--- src/rtl/ee_serial_front_pkg.sv ---
package ee_serial_front_pkg;
  localparam int BYTE_W  = 8;
  localparam int PAGE_W  = 3;
  localparam int CNT_W   = $clog2(BYTE_W + 1);
  localparam logic [3:0] DEV_CODE = 4'b1010;

  typedef enum logic [2:0] {
    ST_IDLE,
    ST_SEL,
    ST_WR,
    ST_RD,
    ST_HOLD
  } fe_state_t;
endpackage

--- src/rtl/ee_line_filter.sv ---
module ee_line_filter #(
  parameter int   FILT_LEN = 4,
  parameter logic IDLE_VAL = 1'b1
) (
  input  logic clk,
  input  logic rst,
  input  logic raw_i,
  output logic line_o
);
  localparam int CW = $clog2(FILT_LEN + 1);

  logic [1:0]    sync_q;
  logic [CW-1:0] run_q;
  logic          line_q;

  always_ff @(posedge clk) begin
    if (rst) begin
      sync_q <= {2{IDLE_VAL}};
      run_q  <= '0;
      line_q <= IDLE_VAL;
    end else begin
      sync_q <= {sync_q[0], raw_i};
      if (sync_q[1] == line_q) begin
        run_q <= '0;
      end else if (run_q == CW'(FILT_LEN - 1)) begin
        line_q <= sync_q[1];
        run_q  <= '0;
      end else begin
        run_q <= run_q + 1'b1;
      end
    end
  end

  assign line_o = line_q;

  AST_FILT_FOLLOWS_SYNC: assert property (@(posedge clk) disable iff (rst)
    !$stable(line_q) |-> line_q == $past(sync_q[1]));
endmodule

--- src/rtl/ee_bus_events.sv ---
module ee_bus_events (
  input  logic clk,
  input  logic rst,
  input  logic scl_f,
  input  logic sda_f,
  output logic scl_rise,
  output logic scl_fall,
  output logic cond_start,
  output logic cond_stop
);
  logic scl_q, sda_q;

  always_ff @(posedge clk) begin
    if (rst) begin
      scl_q <= 1'b1;
      sda_q <= 1'b1;
    end else begin
      scl_q <= scl_f;
      sda_q <= sda_f;
    end
  end

  assign scl_rise   = scl_f & ~scl_q;
  assign scl_fall   = ~scl_f & scl_q;
  assign cond_start = scl_f & scl_q & sda_q & ~sda_f;
  assign cond_stop  = scl_f & scl_q & ~sda_q & sda_f;
endmodule

--- src/rtl/ee_serial_front.sv ---
module ee_serial_front
  import ee_serial_front_pkg::*;
#(
  parameter int FILT_LEN = 4
) (
  input  logic              clk,
  input  logic              rst,
  input  logic              scl_i,
  input  logic              sda_i,
  output logic              sda_pull_o,
  input  logic              strap_a2_i,
  input  logic              wide_mode_i,
  output logic              sel_valid_o,
  output logic              sel_read_o,
  output logic [PAGE_W-1:0] page_o,
  output logic              wr_valid_o,
  output logic [BYTE_W-1:0] wr_data_o,
  output logic              rd_take_o,
  input  logic [BYTE_W-1:0] rd_data_i,
  output logic              stop_o
);
  logic [1:0] raw_lines, filt_lines;
  assign raw_lines = {sda_i, scl_i};

  for (genvar g = 0; g < 2; g++) begin : g_filt
    ee_line_filter #(.FILT_LEN(FILT_LEN), .IDLE_VAL(1'b1)) u_filt (
      .clk(clk), .rst(rst), .raw_i(raw_lines[g]), .line_o(filt_lines[g]));
  end

  logic scl_f, sda_f;
  assign scl_f = filt_lines[0];
  assign sda_f = filt_lines[1];

  logic ev_rise, ev_fall, ev_start, ev_stop;
  ee_bus_events u_events (
    .clk(clk), .rst(rst), .scl_f(scl_f), .sda_f(sda_f),
    .scl_rise(ev_rise), .scl_fall(ev_fall),
    .cond_start(ev_start), .cond_stop(ev_stop));

  fe_state_t         state_q;
  logic [CNT_W-1:0]  bit_cnt_q;
  logic              in_ack_q, pull_q;
  logic [BYTE_W-1:0] shreg_q;
  logic [BYTE_W-2:0] tx_q;
  logic              sel_valid_q, sel_read_q, wr_valid_q, rd_take_q, stop_q;
  logic [PAGE_W-1:0] page_q;
  logic [BYTE_W-1:0] wr_data_q;

  logic              byte_done, sel_match;
  logic [PAGE_W-1:0] page_nxt;

  assign byte_done = (bit_cnt_q == CNT_W'(BYTE_W));
  assign sel_match = (shreg_q[7:4] == DEV_CODE) &&
                     (wide_mode_i || (shreg_q[3] == strap_a2_i));
  assign page_nxt  = wide_mode_i ? shreg_q[3:1] : {1'b0, shreg_q[2:1]};

  always_ff @(posedge clk) begin
    sel_valid_q <= 1'b0;
    wr_valid_q  <= 1'b0;
    rd_take_q   <= 1'b0;
    stop_q      <= 1'b0;
    if (rst) begin
      state_q    <= ST_IDLE;
      bit_cnt_q  <= '0;
      in_ack_q   <= 1'b0;
      pull_q     <= 1'b0;
      shreg_q    <= '0;
      tx_q       <= '0;
      sel_read_q <= 1'b0;
      page_q     <= '0;
      wr_data_q  <= '0;
    end else if (ev_start) begin
      state_q   <= ST_SEL;
      bit_cnt_q <= '0;
      in_ack_q  <= 1'b0;
      pull_q    <= 1'b0;
    end else if (ev_stop) begin
      state_q  <= ST_IDLE;
      in_ack_q <= 1'b0;
      pull_q   <= 1'b0;
      stop_q   <= 1'b1;
    end else begin
      unique case (state_q)
        ST_SEL, ST_WR: begin
          if (ev_rise && !in_ack_q && !byte_done) begin
            shreg_q   <= {shreg_q[BYTE_W-2:0], sda_f};
            bit_cnt_q <= bit_cnt_q + 1'b1;
          end else if (ev_fall && in_ack_q) begin
            in_ack_q  <= 1'b0;
            bit_cnt_q <= '0;
            pull_q    <= 1'b0;
            if (state_q == ST_SEL && sel_read_q) begin
              state_q   <= ST_RD;
              tx_q      <= rd_data_i[BYTE_W-2:0];
              pull_q    <= ~rd_data_i[BYTE_W-1];
              rd_take_q <= 1'b1;
            end else begin
              state_q <= ST_WR;
            end
          end else if (ev_fall && byte_done) begin
            if (state_q == ST_SEL) begin
              if (sel_match) begin
                in_ack_q    <= 1'b1;
                pull_q      <= 1'b1;
                sel_valid_q <= 1'b1;
                sel_read_q  <= shreg_q[0];
                page_q      <= page_nxt;
              end else begin
                state_q <= ST_IDLE;
              end
            end else begin
              in_ack_q   <= 1'b1;
              pull_q     <= 1'b1;
              wr_valid_q <= 1'b1;
              wr_data_q  <= shreg_q;
            end
          end
        end
        ST_RD: begin
          if (ev_rise && !in_ack_q && !byte_done) begin
            bit_cnt_q <= bit_cnt_q + 1'b1;
          end else if (ev_rise && in_ack_q && sda_f) begin
            state_q <= ST_HOLD;
          end else if (ev_fall && in_ack_q) begin
            in_ack_q  <= 1'b0;
            bit_cnt_q <= '0;
            tx_q      <= rd_data_i[BYTE_W-2:0];
            pull_q    <= ~rd_data_i[BYTE_W-1];
            rd_take_q <= 1'b1;
          end else if (ev_fall && byte_done) begin
            pull_q   <= 1'b0;
            in_ack_q <= 1'b1;
          end else if (ev_fall) begin
            pull_q <= ~tx_q[BYTE_W-2];
            tx_q   <= {tx_q[BYTE_W-3:0], 1'b0};
          end
        end
        default: begin
          pull_q   <= 1'b0;
          in_ack_q <= 1'b0;
        end
      endcase
    end
  end

  assign sda_pull_o  = pull_q;
  assign sel_valid_o = sel_valid_q;
  assign sel_read_o  = sel_read_q;
  assign page_o      = page_q;
  assign wr_valid_o  = wr_valid_q;
  assign wr_data_o   = wr_data_q;
  assign rd_take_o   = rd_take_q;
  assign stop_o      = stop_q;

  AST_PULL_ON_FALL_ONLY: assert property (@(posedge clk) disable iff (rst)
    !$stable(sda_pull_o) |-> $past(ev_fall || ev_start || ev_stop));
  AST_STOP_RELEASES: assert property (@(posedge clk) disable iff (rst)
    ev_stop |=> !sda_pull_o && stop_o);
  AST_NARROW_PAGE_TOP: assert property (@(posedge clk) disable iff (rst)
    sel_valid_o && !$past(wide_mode_i) |-> !page_o[PAGE_W-1]);
  AST_WRITE_DIR_ONLY: assert property (@(posedge clk) disable iff (rst)
    wr_valid_o |-> !sel_read_o);
  AST_TAKE_READ_ONLY: assert property (@(posedge clk) disable iff (rst)
    rd_take_o |-> sel_read_o);
  AST_HOLD_QUIET: assert property (@(posedge clk) disable iff (rst)
    state_q == ST_HOLD && !ev_start |=> !rd_take_o && !sda_pull_o);
endmodule

--- config.mk ---
export PLATFORM = sky130hd
export DESIGN_NAME = ee_serial_front
export DESIGN_NICKNAME = d
export VERILOG_FILES = /design/src/rtl/ee_serial_front_pkg.sv /design/src/rtl/ee_line_filter.sv /design/src/rtl/ee_bus_events.sv /design/src/rtl/ee_serial_front.sv
export SDC_FILE = /design/constraint.sdc
export NUM_CORES = 1
export LEC_CHECK = 0
export CAP_MARGIN = 15
export CELL_PAD_IN_SITES_DETAIL_PLACEMENT = 0
export CELL_PAD_IN_SITES_GLOBAL_PLACEMENT = 2
export CORE_MARGIN = 1.5
export CORE_UTILIZATION = 30
export DETAILED_ROUTE_END_ITERATION = 10
export GPL_ROUTABILITY_DRIVEN = 0
export HOLD_SLACK_MARGIN = 0.15
export MAX_ROUTING_LAYER = met4
export PLACE_DENSITY_LB_ADDON = 0.1
export SLEW_MARGIN = 5
export SYNTH_ARGS = -nofsm -noshare
export SYNTH_HDL_FRONTEND = slang
export SYNTH_SLANG_ARGS = --single-unit
export TNS_END_PERCENT = 1
--- constraint.sdc ---
create_clock -name clk -period 2.4 [get_ports clk]
set_input_delay 0.24 -clock clk [delete_from_list [all_inputs] [get_ports clk]]
set_output_delay 0.24 -clock clk [all_outputs]
set_load 0.01 [all_outputs]
==> results.sh <==
export IMPL_rr_worst_depth=8
export IMPL_status="finished, final reports clean"
export IMPL_r2r_setup_slack_ns=0.38
export IMPL_cts_sinks=54
export IMPL_fin_crit_sh=0.8418
export IMPL_dp_slack_ns=0.3085
export IMPL_drive_gt1_frac=0.1312
export IMPL_drcViolationCount=0
export IMPL_num_rows=32
export IMPL_grt_pass1_vias=1879
export IMPL_diodes=0
export IMPL_ys_warn_count=0
export IMPL_crit_path_start_kind="flop"
export IMPL_syn_inst=251
export IMPL_dr_first_iter_drc_count=53
export IMPL_cts_max_path_buffers=2
export IMPL_wl_met1_mm=2.673
export IMPL_setup_viol=0
export IMPL_core_sq_um=7767
export IMPL_hpwl_mm=3.743
export IMPL_wl_mm=5.323
export IMPL_synthFlopType="dfxtp_1"
export IMPL_ctsResizeCount=0
export IMPL_syn_num_nets=271
export IMPL_power_density_nw_per_um2=545.9
export IMPL_worstMarginPinSlew_ns=0.5114
export IMPL_synth_cell_types=53
export IMPL_clock_latency_ns=0.31
export IMPL_grt_antenna_before_repair=0
export IMPL_vias_per_cell=4.784
export IMPL_routed_via_count=1837
export IMPL_p_leak_uw=0.001039
export IMPL_holdPathStages=1
export IMPL_chipHeight_um=92.93
export IMPL_rsz0062_at_grt="false"
export IMPL_nets=301
export IMPL_synth_common_cells="dfxtp_1, nor2_1, mux2i_1"
export IMPL_fin_ws_ns=0.3796
export IMPL_cts_inserted_buffers=5
export IMPL_synth_area_leaders="dfxtp_1, mux2i_1, nor2_1"
export IMPL_cts_root_buffer="clkbuf_8"
export IMPL_critPathMaxFanout=9
export IMPL_clock_skew_ns=0.01379
export IMPL_fmax_mhz=494.9
export IMPL_setup_tns_ns=0
export IMPL_synth_top_cell_by_area="dfxtp_1"
export IMPL_synth_edf_count=0
export IMPL_synth_seq_area_share=0.4456
export IMPL_syn_area_sq_um=2426
export IMPL_start_util=0.3123
export IMPL_cts_tree="done"
export IMPL_wire_per_inst_um=13.86
export IMPL_dr_wl_met2_mm=2.419
export IMPL_crit_type="reg2reg"
export IMPL_max_slew_margin=0.6572
export IMPL_slew_viol_final=0
export IMPL_syn_to_final_growth_pct=21.71
export IMPL_period_minus_slack_ns=2.020
export IMPL_die_w_um=92.93
export IMPL_cts_setup_buffers=0
export IMPL_dr_pass1_iters=4
export IMPL_avgSynthCellArea_sq_um=9.666
export IMPL_grt_pass1_wl_mm=9.404
export IMPL_synth_most_common_cell="dfxtp_1"
export IMPL_cts_max_level=2
export IMPL_grt_util_all_layers=0.1421
export IMPL_io_pins=31
export IMPL_synth_top_area_frac=0.4456
export IMPL_cp_data_arrival_time_ns=2.23
export IMPL_cp_required_ns=2.61
export IMPL_dieArea_sq_um=8635
export IMPL_top_layer_used="met4"
export IMPL_grt_max_degree=28
export IMPL_crit_path_end_kind="flop"
export IMPL_ys_ff_latch=54
export IMPL_finalHoldViolations=0
export IMPL_drv_cap=0
export IMPL_overflow=0
export IMPL_ys_async_sr_fraction=0
export IMPL_drtAntennaViolNets=0
export IMPL_hold_buffers=0
export IMPL_portBuffers=30
export IMPL_clk_transition_reported_paths_ns=0.11
export IMPL_met3WireLength_um=163
export IMPL_fillCellCount=814
export IMPL_vdd_drop_max_uv=306.9
export IMPL_hold_path_class="reg2reg"
==> report_power, final <==
group	internal, uW	switching [uW]
Sequential	900	1.79
Clock	344	315
Combinational	28.6	23.5
==> metal layers <==
layer | track usage | up-vias
met4 | 0.05051 | 0
met1 | 0.1819 | 863
li1 | - | 938
met2 | 0.2220 | 29
met3 | 0.02874 | 7
met5 | - | -
==> worst paths after layout <==
kind	start	endpoint
max	bit_cnt_q[0]	wr_data_o[5]
min	g_filt[1].u_filt.sync_q[0]	g_filt[1].u_filt.sync_q[1]
max reg2reg	bit_cnt_q[0]	wr_data_o[5]
min reg2reg	g_filt[1].u_filt.sync_q[0]	g_filt[1].u_filt.sync_q[1]
==> stage by stage <==
| step | hold WS [ns] | area, sq um | cells | total power [uW] | util |
|---|---|---|---|---|---|
| 4_1_cts | 0.4312 | 2953 | 384 | 1645 | 0.3802 |
| 2_1_floorplan | 0.3438 | 2426 | 251 | 944.8 | - |
| 5_1_grt | 0.4451 | 2953 | 384 | 1683 | 0.3802 |
| 3_3_place_gp | 0.3952 | 2831 | 376 | 975.6 | 0.3645 |
| 3_5_place_dp | 0.4053 | 2831 | 376 | 975.4 | 0.3645 |
| 6_report | 0.4238 | 2953 | 384 | 1612 | 0.3802 |
==> area by class of cell <==
class / instances / area [sq um] / share of cell area
sequential: 54 / 1081 / 0.3661
inverter: 9 / 33.78 / 0.01144
clock inverter: 2 / 38.79 / 0.01314
multi-input combinational: 173 / 1229 / 0.4161
tap: 102 / 127.6 / 0.04322
timing repair buffer: 38 / 360.3 / 0.1220
clock buffer: 6 / 82.58 / 0.02797
==> critical path, stage by stage, from the launching register on <==
cell     delay, ns
dfxtp_1       0.35
inv_1         0.10
ha_1          0.20
and3b_1       0.22
nand3_1       0.15
or4b_1        0.49
buf_4         0.21
mux2i_1       0.16
nor2_1        0.05
==> state kept, by name, summed over array words and instances (netlist names) <==
name                  count
stop_o                    1
in_ack_q                  1
sel_read_o                1
u_events.scl_q            1
wr_data_o                 8
page_o                    3
g_filt.u_filt.run_q       6
state_q                   3
sda_pull_o                1
bit_cnt_q                 4
u_events.sda_q            1
shreg_q                   8
wr_valid_o                1
tx_q                      7
g_filt.u_filt.line_o      2
rd_take_o                 1
g_filt.u_filt.sync_q      4
sel_valid_o               1
==> placed cells by master, fill, tap and decap left out, drive strengths merged, types with 3 or more instances in the layout <==
cell type,instances
o21ai,5
a21oi,7
xnor2,4
dfxtp,54
nor3b,3
nand2,6
inv,10
a31oi,4
nand3,3
a211o,3
and3b,3
nand2b,4
nand4b,3
buf,8
mux2i,27
nor3,3
clkbuf,6
clkdlybuf4s50,30
ha,6
a211oi,7
nor2,46
nand3b,5
or2,7
==> cells by family (layout without fill, tap and decap cells) <==
logic type	after synthesis	count (layout)	synth area share
AOI/OAI and AO/OA	38	38	0.1217
xor gates and xnor gates	5	5	0.01805
adders and majority gates	6	6	0.03094
buffers and inverters	24	55	0.04796
DFF	54	54	0.4456
muxes	27	27	0.1114
and+or+nand+nor	97	97	0.2243
Note: power is estimated with default switching activity, not from simulation.
